File: src/rtl/rstc_pkg.sv
package rstc_pkg;

    typedef enum logic [1:0] {
        CAUSE_PIN = 2'd0,
        CAUSE_WDT = 2'd1,
        CAUSE_MAN = 2'd2
    } cause_e;

    typedef enum logic {
        EXC_POWERON = 1'b0,
        EXC_MANUAL  = 1'b1
    } exc_kind_e;

    typedef struct packed {
        logic pinmux;
        logic periph;
        logic cpu;
    } dom_t;

    // Domains nest: a wider source always covers the narrower domains.
    function automatic dom_t dom_merge(input logic ext_on, input logic wdt_on,
                                       input logic man_on);
        dom_t d;
        d.pinmux = ext_on;
        d.periph = ext_on | wdt_on;
        d.cpu    = ext_on | wdt_on | man_on;
        return d;
    endfunction

endpackage

File: src/rtl/rstc_sync.sv
module rstc_sync #(
    parameter int   WIDTH  = 2,
    parameter int   STAGES = 2,
    parameter logic IDLE   = 1'b1
) (
    input  logic             clk,
    input  logic             rst,
    input  logic [WIDTH-1:0] d,
    output logic [WIDTH-1:0] q
);
    generate
        for (genvar i = 0; i < WIDTH; i++) begin : g_bit
            logic [STAGES-1:0] chain;
            always_ff @(posedge clk) begin
                if (rst) chain <= {STAGES{IDLE}};
                else     chain <= {chain[STAGES-2:0], d[i]};
            end
            assign q[i] = chain[STAGES-1];
        end
    endgenerate
endmodule

File: src/rtl/rstc_mres_qual.sv
module rstc_mres_qual #(
    parameter int MIN_LOW = 20
) (
    input  logic clk,
    input  logic rst,
    input  logic mres_low,
    input  logic kill,
    input  logic bus_busy,
    output logic man_active,
    output logic man_enter,
    output logic man_done
);
    localparam int CW = $clog2(MIN_LOW + 1);
    localparam logic [CW-1:0] ENTRY_AT = CW'(MIN_LOW - 1);
    localparam logic [CW-1:0] SAT      = CW'(MIN_LOW);

    logic [CW-1:0] low_cnt;
    logic          active_q;

    assign man_enter  = !active_q && mres_low && !kill && !bus_busy
                        && (low_cnt >= ENTRY_AT);
    assign man_done   = active_q && !mres_low && !kill;
    assign man_active = active_q;

    always_ff @(posedge clk) begin
        if (rst || kill) begin
            low_cnt  <= '0;
            active_q <= 1'b0;
        end else begin
            if (!mres_low)           low_cnt <= '0;
            else if (low_cnt != SAT) low_cnt <= low_cnt + 1'b1;
            if (man_enter)     active_q <= 1'b1;
            else if (man_done) active_q <= 1'b0;
        end
    end
endmodule

File: src/rtl/rstc_wdt_stretch.sv
module rstc_wdt_stretch #(
    parameter int HOLD = 8
) (
    input  logic clk,
    input  logic rst,
    input  logic start_req,
    input  logic kill,
    output logic active,
    output logic start,
    output logic done
);
    localparam int CW = (HOLD > 1) ? $clog2(HOLD) : 1;
    localparam logic [CW-1:0] LOAD = CW'(HOLD - 1);

    logic [CW-1:0] cnt;
    logic          active_q;

    assign start  = start_req && !active_q && !kill;
    assign done   = active_q && (cnt == '0) && !kill;
    assign active = active_q;

    always_ff @(posedge clk) begin
        if (rst || kill) begin
            active_q <= 1'b0;
            cnt      <= '0;
        end else if (start) begin
            active_q <= 1'b1;
            cnt      <= LOAD;
        end else if (active_q) begin
            if (cnt == '0) active_q <= 1'b0;
            else           cnt      <= cnt - 1'b1;
        end
    end
endmodule

File: src/rtl/reset_source_ctrl.sv
module reset_source_ctrl
    import rstc_pkg::*;
#(
    parameter int MIN_LOW     = 20,
    parameter int WDT_HOLD    = 8,
    parameter int SYNC_STAGES = 2
) (
    input  logic       clk,
    input  logic       rst,
    input  logic       por_pin_n,
    input  logic       mres_pin_n,
    input  logic       wdt_ovf,
    input  logic       wdt_por_en,
    input  logic       bus_busy,
    output logic       rst_pinmux,
    output logic       rst_periph,
    output logic       rst_cpu,
    output logic       exc_start,
    output logic       exc_kind,
    output logic       wdt_flag,
    output logic [1:0] reset_cause
);
    logic [1:0] pins_s;
    logic       por_low, mres_low;
    logic       por_q, por_done;
    logic       wdt_active, wdt_start, wdt_done;
    logic       man_active, man_enter, man_done, man_kill;
    logic       exc_q, flag_q;
    exc_kind_e  kind_q;
    cause_e     cause_q;
    dom_t       doms;

    rstc_sync #(.WIDTH(2), .STAGES(SYNC_STAGES), .IDLE(1'b1)) u_sync (
        .clk (clk),
        .rst (rst),
        .d   ({mres_pin_n, por_pin_n}),
        .q   (pins_s)
    );

    assign por_low  = !pins_s[0];
    assign mres_low = !pins_s[1];
    assign por_done = por_q && !por_low;

    rstc_wdt_stretch #(.HOLD(WDT_HOLD)) u_wdt (
        .clk       (clk),
        .rst       (rst),
        .start_req (wdt_ovf && wdt_por_en),
        .kill      (por_low),
        .active    (wdt_active),
        .start     (wdt_start),
        .done      (wdt_done)
    );

    // Both power-on style resets override a manual reset in any phase.
    assign man_kill = por_low || wdt_active || wdt_start;

    rstc_mres_qual #(.MIN_LOW(MIN_LOW)) u_mres (
        .clk        (clk),
        .rst        (rst),
        .mres_low   (mres_low),
        .kill       (man_kill),
        .bus_busy   (bus_busy),
        .man_active (man_active),
        .man_enter  (man_enter),
        .man_done   (man_done)
    );

    always_ff @(posedge clk) begin
        if (rst) begin
            por_q   <= 1'b0;
            exc_q   <= 1'b0;
            kind_q  <= EXC_POWERON;
            flag_q  <= 1'b0;
            cause_q <= CAUSE_PIN;
        end else begin
            por_q <= por_low;
            exc_q <= (por_done || wdt_done || man_done) && !wdt_start;
            if (man_done)                kind_q <= EXC_MANUAL;
            else if (por_done || wdt_done) kind_q <= EXC_POWERON;
            if (por_low)      flag_q <= 1'b0;
            else if (wdt_ovf) flag_q <= 1'b1;
            if (por_low)        cause_q <= CAUSE_PIN;
            else if (wdt_start) cause_q <= CAUSE_WDT;
            else if (man_enter) cause_q <= CAUSE_MAN;
        end
    end

    assign doms        = dom_merge(por_q, wdt_active, man_active);
    assign rst_pinmux  = doms.pinmux;
    assign rst_periph  = doms.periph;
    assign rst_cpu     = doms.cpu;
    assign exc_start   = exc_q;
    assign exc_kind    = kind_q;
    assign wdt_flag    = flag_q;
    assign reset_cause = cause_q;
endmodule

File: config.mk
export PLATFORM = sky130hd
export DESIGN_NAME = reset_source_ctrl
export DESIGN_NICKNAME = d
export VERILOG_FILES = /design/src/rtl/rstc_pkg.sv /design/src/rtl/rstc_sync.sv /design/src/rtl/rstc_mres_qual.sv /design/src/rtl/rstc_wdt_stretch.sv /design/src/rtl/reset_source_ctrl.sv
export SDC_FILE = /design/constraint.sdc
export NUM_CORES = 1
export LEC_CHECK = 0
export ABC_AREA = 0
export BUFFER_PORTS_ARGS = -buffer_cell sky130_fd_sc_hd__buf_4
export CORE_ASPECT_RATIO = 0.8
export CORE_MARGIN = 3
export CORE_UTILIZATION = 48
export CTS_CLUSTER_DIAMETER = 150
export DETAILED_ROUTE_END_ITERATION = 12
export PLACE_DENSITY_LB_ADDON = 0.1
export SYNTH_ARGS = -nofsm -noshare
export SYNTH_HDL_FRONTEND = slang
export SYNTH_HIERARCHICAL = 1
export SYNTH_SLANG_ARGS = --single-unit
File: constraint.sdc
create_clock -name clk -period 1.7 [get_ports clk]
set_input_delay 0.34 -clock clk [delete_from_list [all_inputs] [get_ports clk]]
set_output_delay 0.34 -clock clk [all_outputs]
set_load 0.1 [all_outputs]
* Word level (Yosys, flattened, before mapping)
Index checks and enable logic that the tools add are counted.
Widths: inputs -> output; s select.
** Cells by class
- Add/subtract/negate cells :: 2
- Magnitude comparators :: 1
- Eq/ne operators :: 2
- Multiplexer cells :: 12
- Bitwise gates (word level) :: 3
- Reductions and logical operators :: 35
** Operators by type and width (count)
- $logic_and 1x1->1 :: 13
- $mux 1 :: 9
- $mux 3 :: 3
- $reduce_bool 2->1 :: 4
- $logic_not 1->1 :: 7
- $logic_or 1x1->1 :: 6
- $add 5x1->5 const B :: 1
- $ge 5x5->1 const B :: 1
- $ne 5x5->1 const B :: 1
- $reduce_or 2->1 :: 2
- $logic_not 3->1 :: 1
- $reduce_or 3->1 :: 1
- $sub 3x1->3 const B :: 1
- $ne 2x2->1 const B :: 1
- $or 1x1->1 :: 2
- $reduce_and 2->1 :: 1
- $not 1->1 :: 1
** Word-level totals
- Register bits after elaboration :: 20
- Input port bits :: 7
- Output and inout bits :: 8
- Word-level logic and storage cells :: 67

* Longest topological paths before layout
- Word-level depth :: 10
- Mapped depth :: 8
- Mapped depth without buffers :: 8

* Hierarchy
Netlist, hierarchy kept.
** By module, submodules not included
- rstc_mres_qual :: instances 1, cells an instance 32, area each 314.1 µm², sequential area each 120.1 µm²
- reset_source_ctrl :: instances 1, cells an instance 27, area each 229.0 µm², sequential area each 120.1 µm²
- rstc_wdt_stretch :: instances 1, cells an instance 24, area each 227.7 µm², sequential area each 80.1 µm²
- rstc_sync :: instances 1, cells an instance 10, area each 120.1 µm², sequential area each 80.1 µm²

* Least setup slack after synthesis
Ideal clock, no wire load.
- Path type :: register -> output
- Start :: reg por_q (netlist: rst_pinmux)
- End :: out rst_cpu
- Arrival :: 1.764 ns
- Required time :: 1.360 ns
- Setup slack :: -0.404 ns
- Cell stages (with the launch flop) :: 2
- Buffers on the path :: 0
- Cell sequence :: dfxtp_1 -> or3_1
** Between the ends
- Word-level cells in the longest chain between the ends :: 2
** RTL lines
- start: declaration :: line reset_source_ctrl.sv:25 : logic por_q, por_done;
- start signal: assignment :: line reset_source_ctrl.sv:76 : por_q <= por_low;
- $or 1x1->1 (2 in series) :: line rstc_pkg.sv:26 : d.cpu = ext_on | wdt_on | man_on;
- end: declaration :: line reset_source_ctrl.sv:17 : output logic rst_cpu,
No other way between the ends.

* Worst setup path after layout
- Start :: reg u_wdt.active_q (netlist: u_wdt/active)
- End :: out rst_cpu
** Between the ends
- Word-level cells in the longest chain between the ends :: 2
** RTL lines
- start: declaration :: line rstc_wdt_stretch.sv:16 : logic active_q;
- start signal: assignment :: line rstc_wdt_stretch.sv:24 : active_q <= 1'b0;
- start signal: assignment :: line rstc_wdt_stretch.sv:27 : active_q <= 1'b1;
- start signal: assignment :: line rstc_wdt_stretch.sv:30 : if (cnt == '0) active_q <= 1'b0;
- $or 1x1->1 (2 in series) :: line rstc_pkg.sv:26
No other way between the ends.

==> results_dict.tcl <==
set metrics [dict create \
    worst-r2r-setup-slack_ns 0.08 \
    synthTopCellsByArea "dfxtp_1 (45%), ha_1 (5.6%), nor2_1 (5.1%)" \
    synthCells 93 \
    place.gp.congestion 0.6981 \
    h-tree-depth 1 \
    clk_latency_ns 0.29 \
    period_share 0.9680 \
    grt_pass1_vias 653 \
    ys_types 32 \
    critical_path_class "reg2out" \
    fin_cells 136 \
    hold_end "u_sync/g_bit[1].chain[0]" \
    max_freq_ghz 0.6077 \
    rsz0062_at_grt "true" \
    place_inst 131 \
    num_rows 13 \
    critical_path.max_fanout 8 \
    root_buffer "clkbuf_4" \
    avgSynthCellArea_um2 9.579 \
    hold_buffers 0 \
    synth-seq-cells 20 \
    core-area_um2 1692 \
    dpl.hpwl_mm 1.209 \
    grtUsageTotal 0.1619 \
    routed_via_density 4.868 \
    ys.flop_type "dfxtp_1" \
    drt_iter0_drc 7 \
    nFillCells 148 \
    leakage_nw 0.4975 \
    ir_worst_vdd_uv 725.5 \
    worstSetupStartpointType "flip-flop" \
    ant_nets 0 \
    slew_headroom 0.7494 \
    status "finished, final reports clean" \
    finalSetupViolCount 0 \
    hold_viol_final 0 \
    placed_cell_area_um2 1070 \
    antenna_found_initial 0 \
    dieArea_um2 2412 \
    worst-r2r-cell-count 7 \
    reg2reg_from "u_wdt/active" \
    dr.pass1.iters 4 \
    yosysWarnings 6 \
    ctsLongestPathBuffers 2 \
    wire_per_inst_um 11.82 \
    worst_pin_slew_ns 0.3759 \
    syn_to_final_growth_pct 28.37 \
    port_buffers 14 \
    cts_buffers 3 \
    synth_top_cell_by_area "dfxtp_1" \
    tritoncts "done" \
    synth_enable_flop_cells 0 \
    synth_commonest_cells "dfxtp_1 (20), nor2_1 (12), inv_1 (7)" \
    min_from "mres_pin_n" \
    numClockSinks 20 \
    max_cap_viol_count 0 \
    yosysMostFrequentCell "dfxtp_1" \
    antenna_cells 0 \
    slew_viol_final 0 \
    worst_setup_path_end_kind "output port" \
    fin_skew_ns 0.0006101 \
    wirelength_mm 1.607 \
    io_pins 15 \
    p_per_area_nw_per_um2 831.2 \
    synthArstFlopShare 0 \
    synth_top_area_frac 0.4494 \
    fp.dieH_um 44.53 \
    vias 662 \
    drive_gt1_frac 0.3421 \
    period_needed_ns 1.646 \
    initial_core_util 0.5266 \
    drc 0 \
    critPathRequiredTime_ns 1.36 \
    grt_pass1_wl_mm 2.829 \
    worstHoldPathType "in2reg" \
    nNetsFinal 126 \
    grt-ovfl-total 0 \
    worstHoldPathCells 2 \
    seq_area_frac_synth 0.4494 \
    clkSlewWorstSetupHoldPaths_ns 0.11 \
    grt_start_max_net_pins 13 \
    r2r_end "u_mres/low_cnt[2]" \
    synth_nets 104 \
    cp.arrival_ns 1.31 \
    fp.dieW_um 54.17 \
    fin_area_um2 1144 \
    syn-cell-area_um2 890.9 \
]
[sequential cells by signal, indices dropped and copies added (netlist names)]
| register | flops |
|---|---|
| exc_kind | 1 |
| exc_start | 1 |
| reset_cause | 2 |
| rst_pinmux | 1 |
| u_mres/low_cnt | 5 |
| u_mres/man_active | 1 |
| u_sync/g_bit.chain | 4 |
| u_wdt/active | 1 |
| u_wdt/cnt | 3 |
| wdt_flag | 1 |
[area by class of cell]
| cell class | count | area [µm²] | share of cell area |
|---|---|---|---|
| tap | 22 | 27.53 | 0.02407 |
| clock buffer | 4 | 36.28 | 0.03173 |
| multi-input combinational | 63 | 488.0 | 0.4267 |
| timing repair buffer | 19 | 158.9 | 0.1389 |
| inverter | 8 | 30.03 | 0.02626 |
| sequential | 20 | 402.9 | 0.3523 |
[logic make-up after synthesis]
group | count (synthesis) | synth area share
AOI/OAI and AO/OA | 12 | 0.1250
xor gates and xnor gates | 4 | 0.03933
adders and majority gates | 4 | 0.05618
buffers and inverters | 10 | 0.05056
DFF | 20 | 0.4494
muxes | 1 | 0.01124
and+or+nand+nor | 42 | 0.2683
[how the worst max path moves through the flow]
stage | start | endpoint | slack [ns] | depth (start not counted)
final | u_wdt/active | rst_cpu | 0.05 | 3
after global routing | u_wdt/active | rst_cpu | -0.002 | 3
after CTS | u_wdt/active | rst_cpu | 0.009 | 3
after detailed placement | wdt_por_en | reset_cause[0] | -0.17 | 9
after global placement | wdt_por_en | reset_cause[0] | -0.12 | 9
after floorplan | wdt_por_en | reset_cause[0] | -0.02 | 8
[layer usage]
layer	up-vias	part of all wire	track usage
met3	2	0.047	0.06734
met1	296	0.54	0.2222
li1	347	-	-
met2	17	0.41	0.2291
met4	0	0.0075	0.04975
met5	-	0	0
[placed cells by master (no fill, tap or decap)]
| master | Yosys | final |
|---|---|---|
| nand3_1 | 2 | 2 |
| or2_1 | 5 | 5 |
| clkbuf_8 | 0 | 1 |
| o22ai_1 | 1 | 1 |
| or3_4 | 0 | 1 |
| and3_1 | 3 | 3 |
| nand2b_4 | 1 | 2 |
| buf_4 | 2 | 17 |
| a2111oi_4 | 1 | 1 |
| a21o_1 | 1 | 1 |
| xnor2_1 | 3 | 3 |
| a211oi_2 | 2 | 2 |
| nor3_1 | 1 | 1 |
| buf_12 | 0 | 1 |
| nand2b_1 | 5 | 4 |
| nand2_1 | 2 | 2 |
| a21oi_2 | 1 | 1 |
| clkbuf_4 | 0 | 3 |
| inv_2 | 1 | 1 |
| ha_1 | 4 | 4 |
| buf_6 | 0 | 1 |
| dfxtp_1 | 20 | 18 |
| nor2_1 | 12 | 12 |
| mux2i_1 | 1 | 1 |
| a31oi_1 | 1 | 1 |
| xor2_1 | 1 | 1 |
| or3_1 | 2 | 1 |
| dfxtp_2 | 0 | 2 |
| or2_2 | 2 | 2 |
| inv_1 | 7 | 7 |
| a21oi_1 | 3 | 3 |
| and2_4 | 0 | 1 |
| nand4b_1 | 1 | 1 |
| nor4_4 | 0 | 1 |
| nor2b_4 | 0 | 2 |
| o21a_1 | 2 | 2 |
| nor3b_1 | 2 | 2 |
[power by group]
group	leakage [nW]	switching, mW	internal [mW]
Combinational	0.312	0.118	0.0730
Clock	0.0210	0.134	0.130
Sequential	0.164	0.00848	0.486
Total	0.497	0.261	0.689
[worst max-delay path, cell delays in order (launching register included)]
cell and delay [ns]:
dfxtp_2 0.34, buf_6 0.13, or3_4 0.37, buf_12 0.17
[timing repair]
item                       4_1_cts  5_1_grt
cloned                           0        0
setup endpoints to repair        2        4
pin swaps                        1        1
buffers inserted                 1        0
resized for setup                5        2
[through the flow]
step	TNS (ns)	setup slack [ns]	hold slack, ns	total power [mW]	utilization
after detailed placement	-0.7219	-0.1729	0.3936	0.6864	0.6324
after global routing	-0.002141	-0.002141	0.2084	1.012	0.6760
after global placement	-0.5933	-0.1240	0.3866	0.6822	0.6324
final	0	0.05440	0.2200	0.9506	0.6760
after CTS	0	0.008500	0.2049	0.9663	0.6686
after floorplan	-0.02152	-0.02152	0.3832	0.6408	-
No activity file was read; power rests on OpenSTA's default activity.
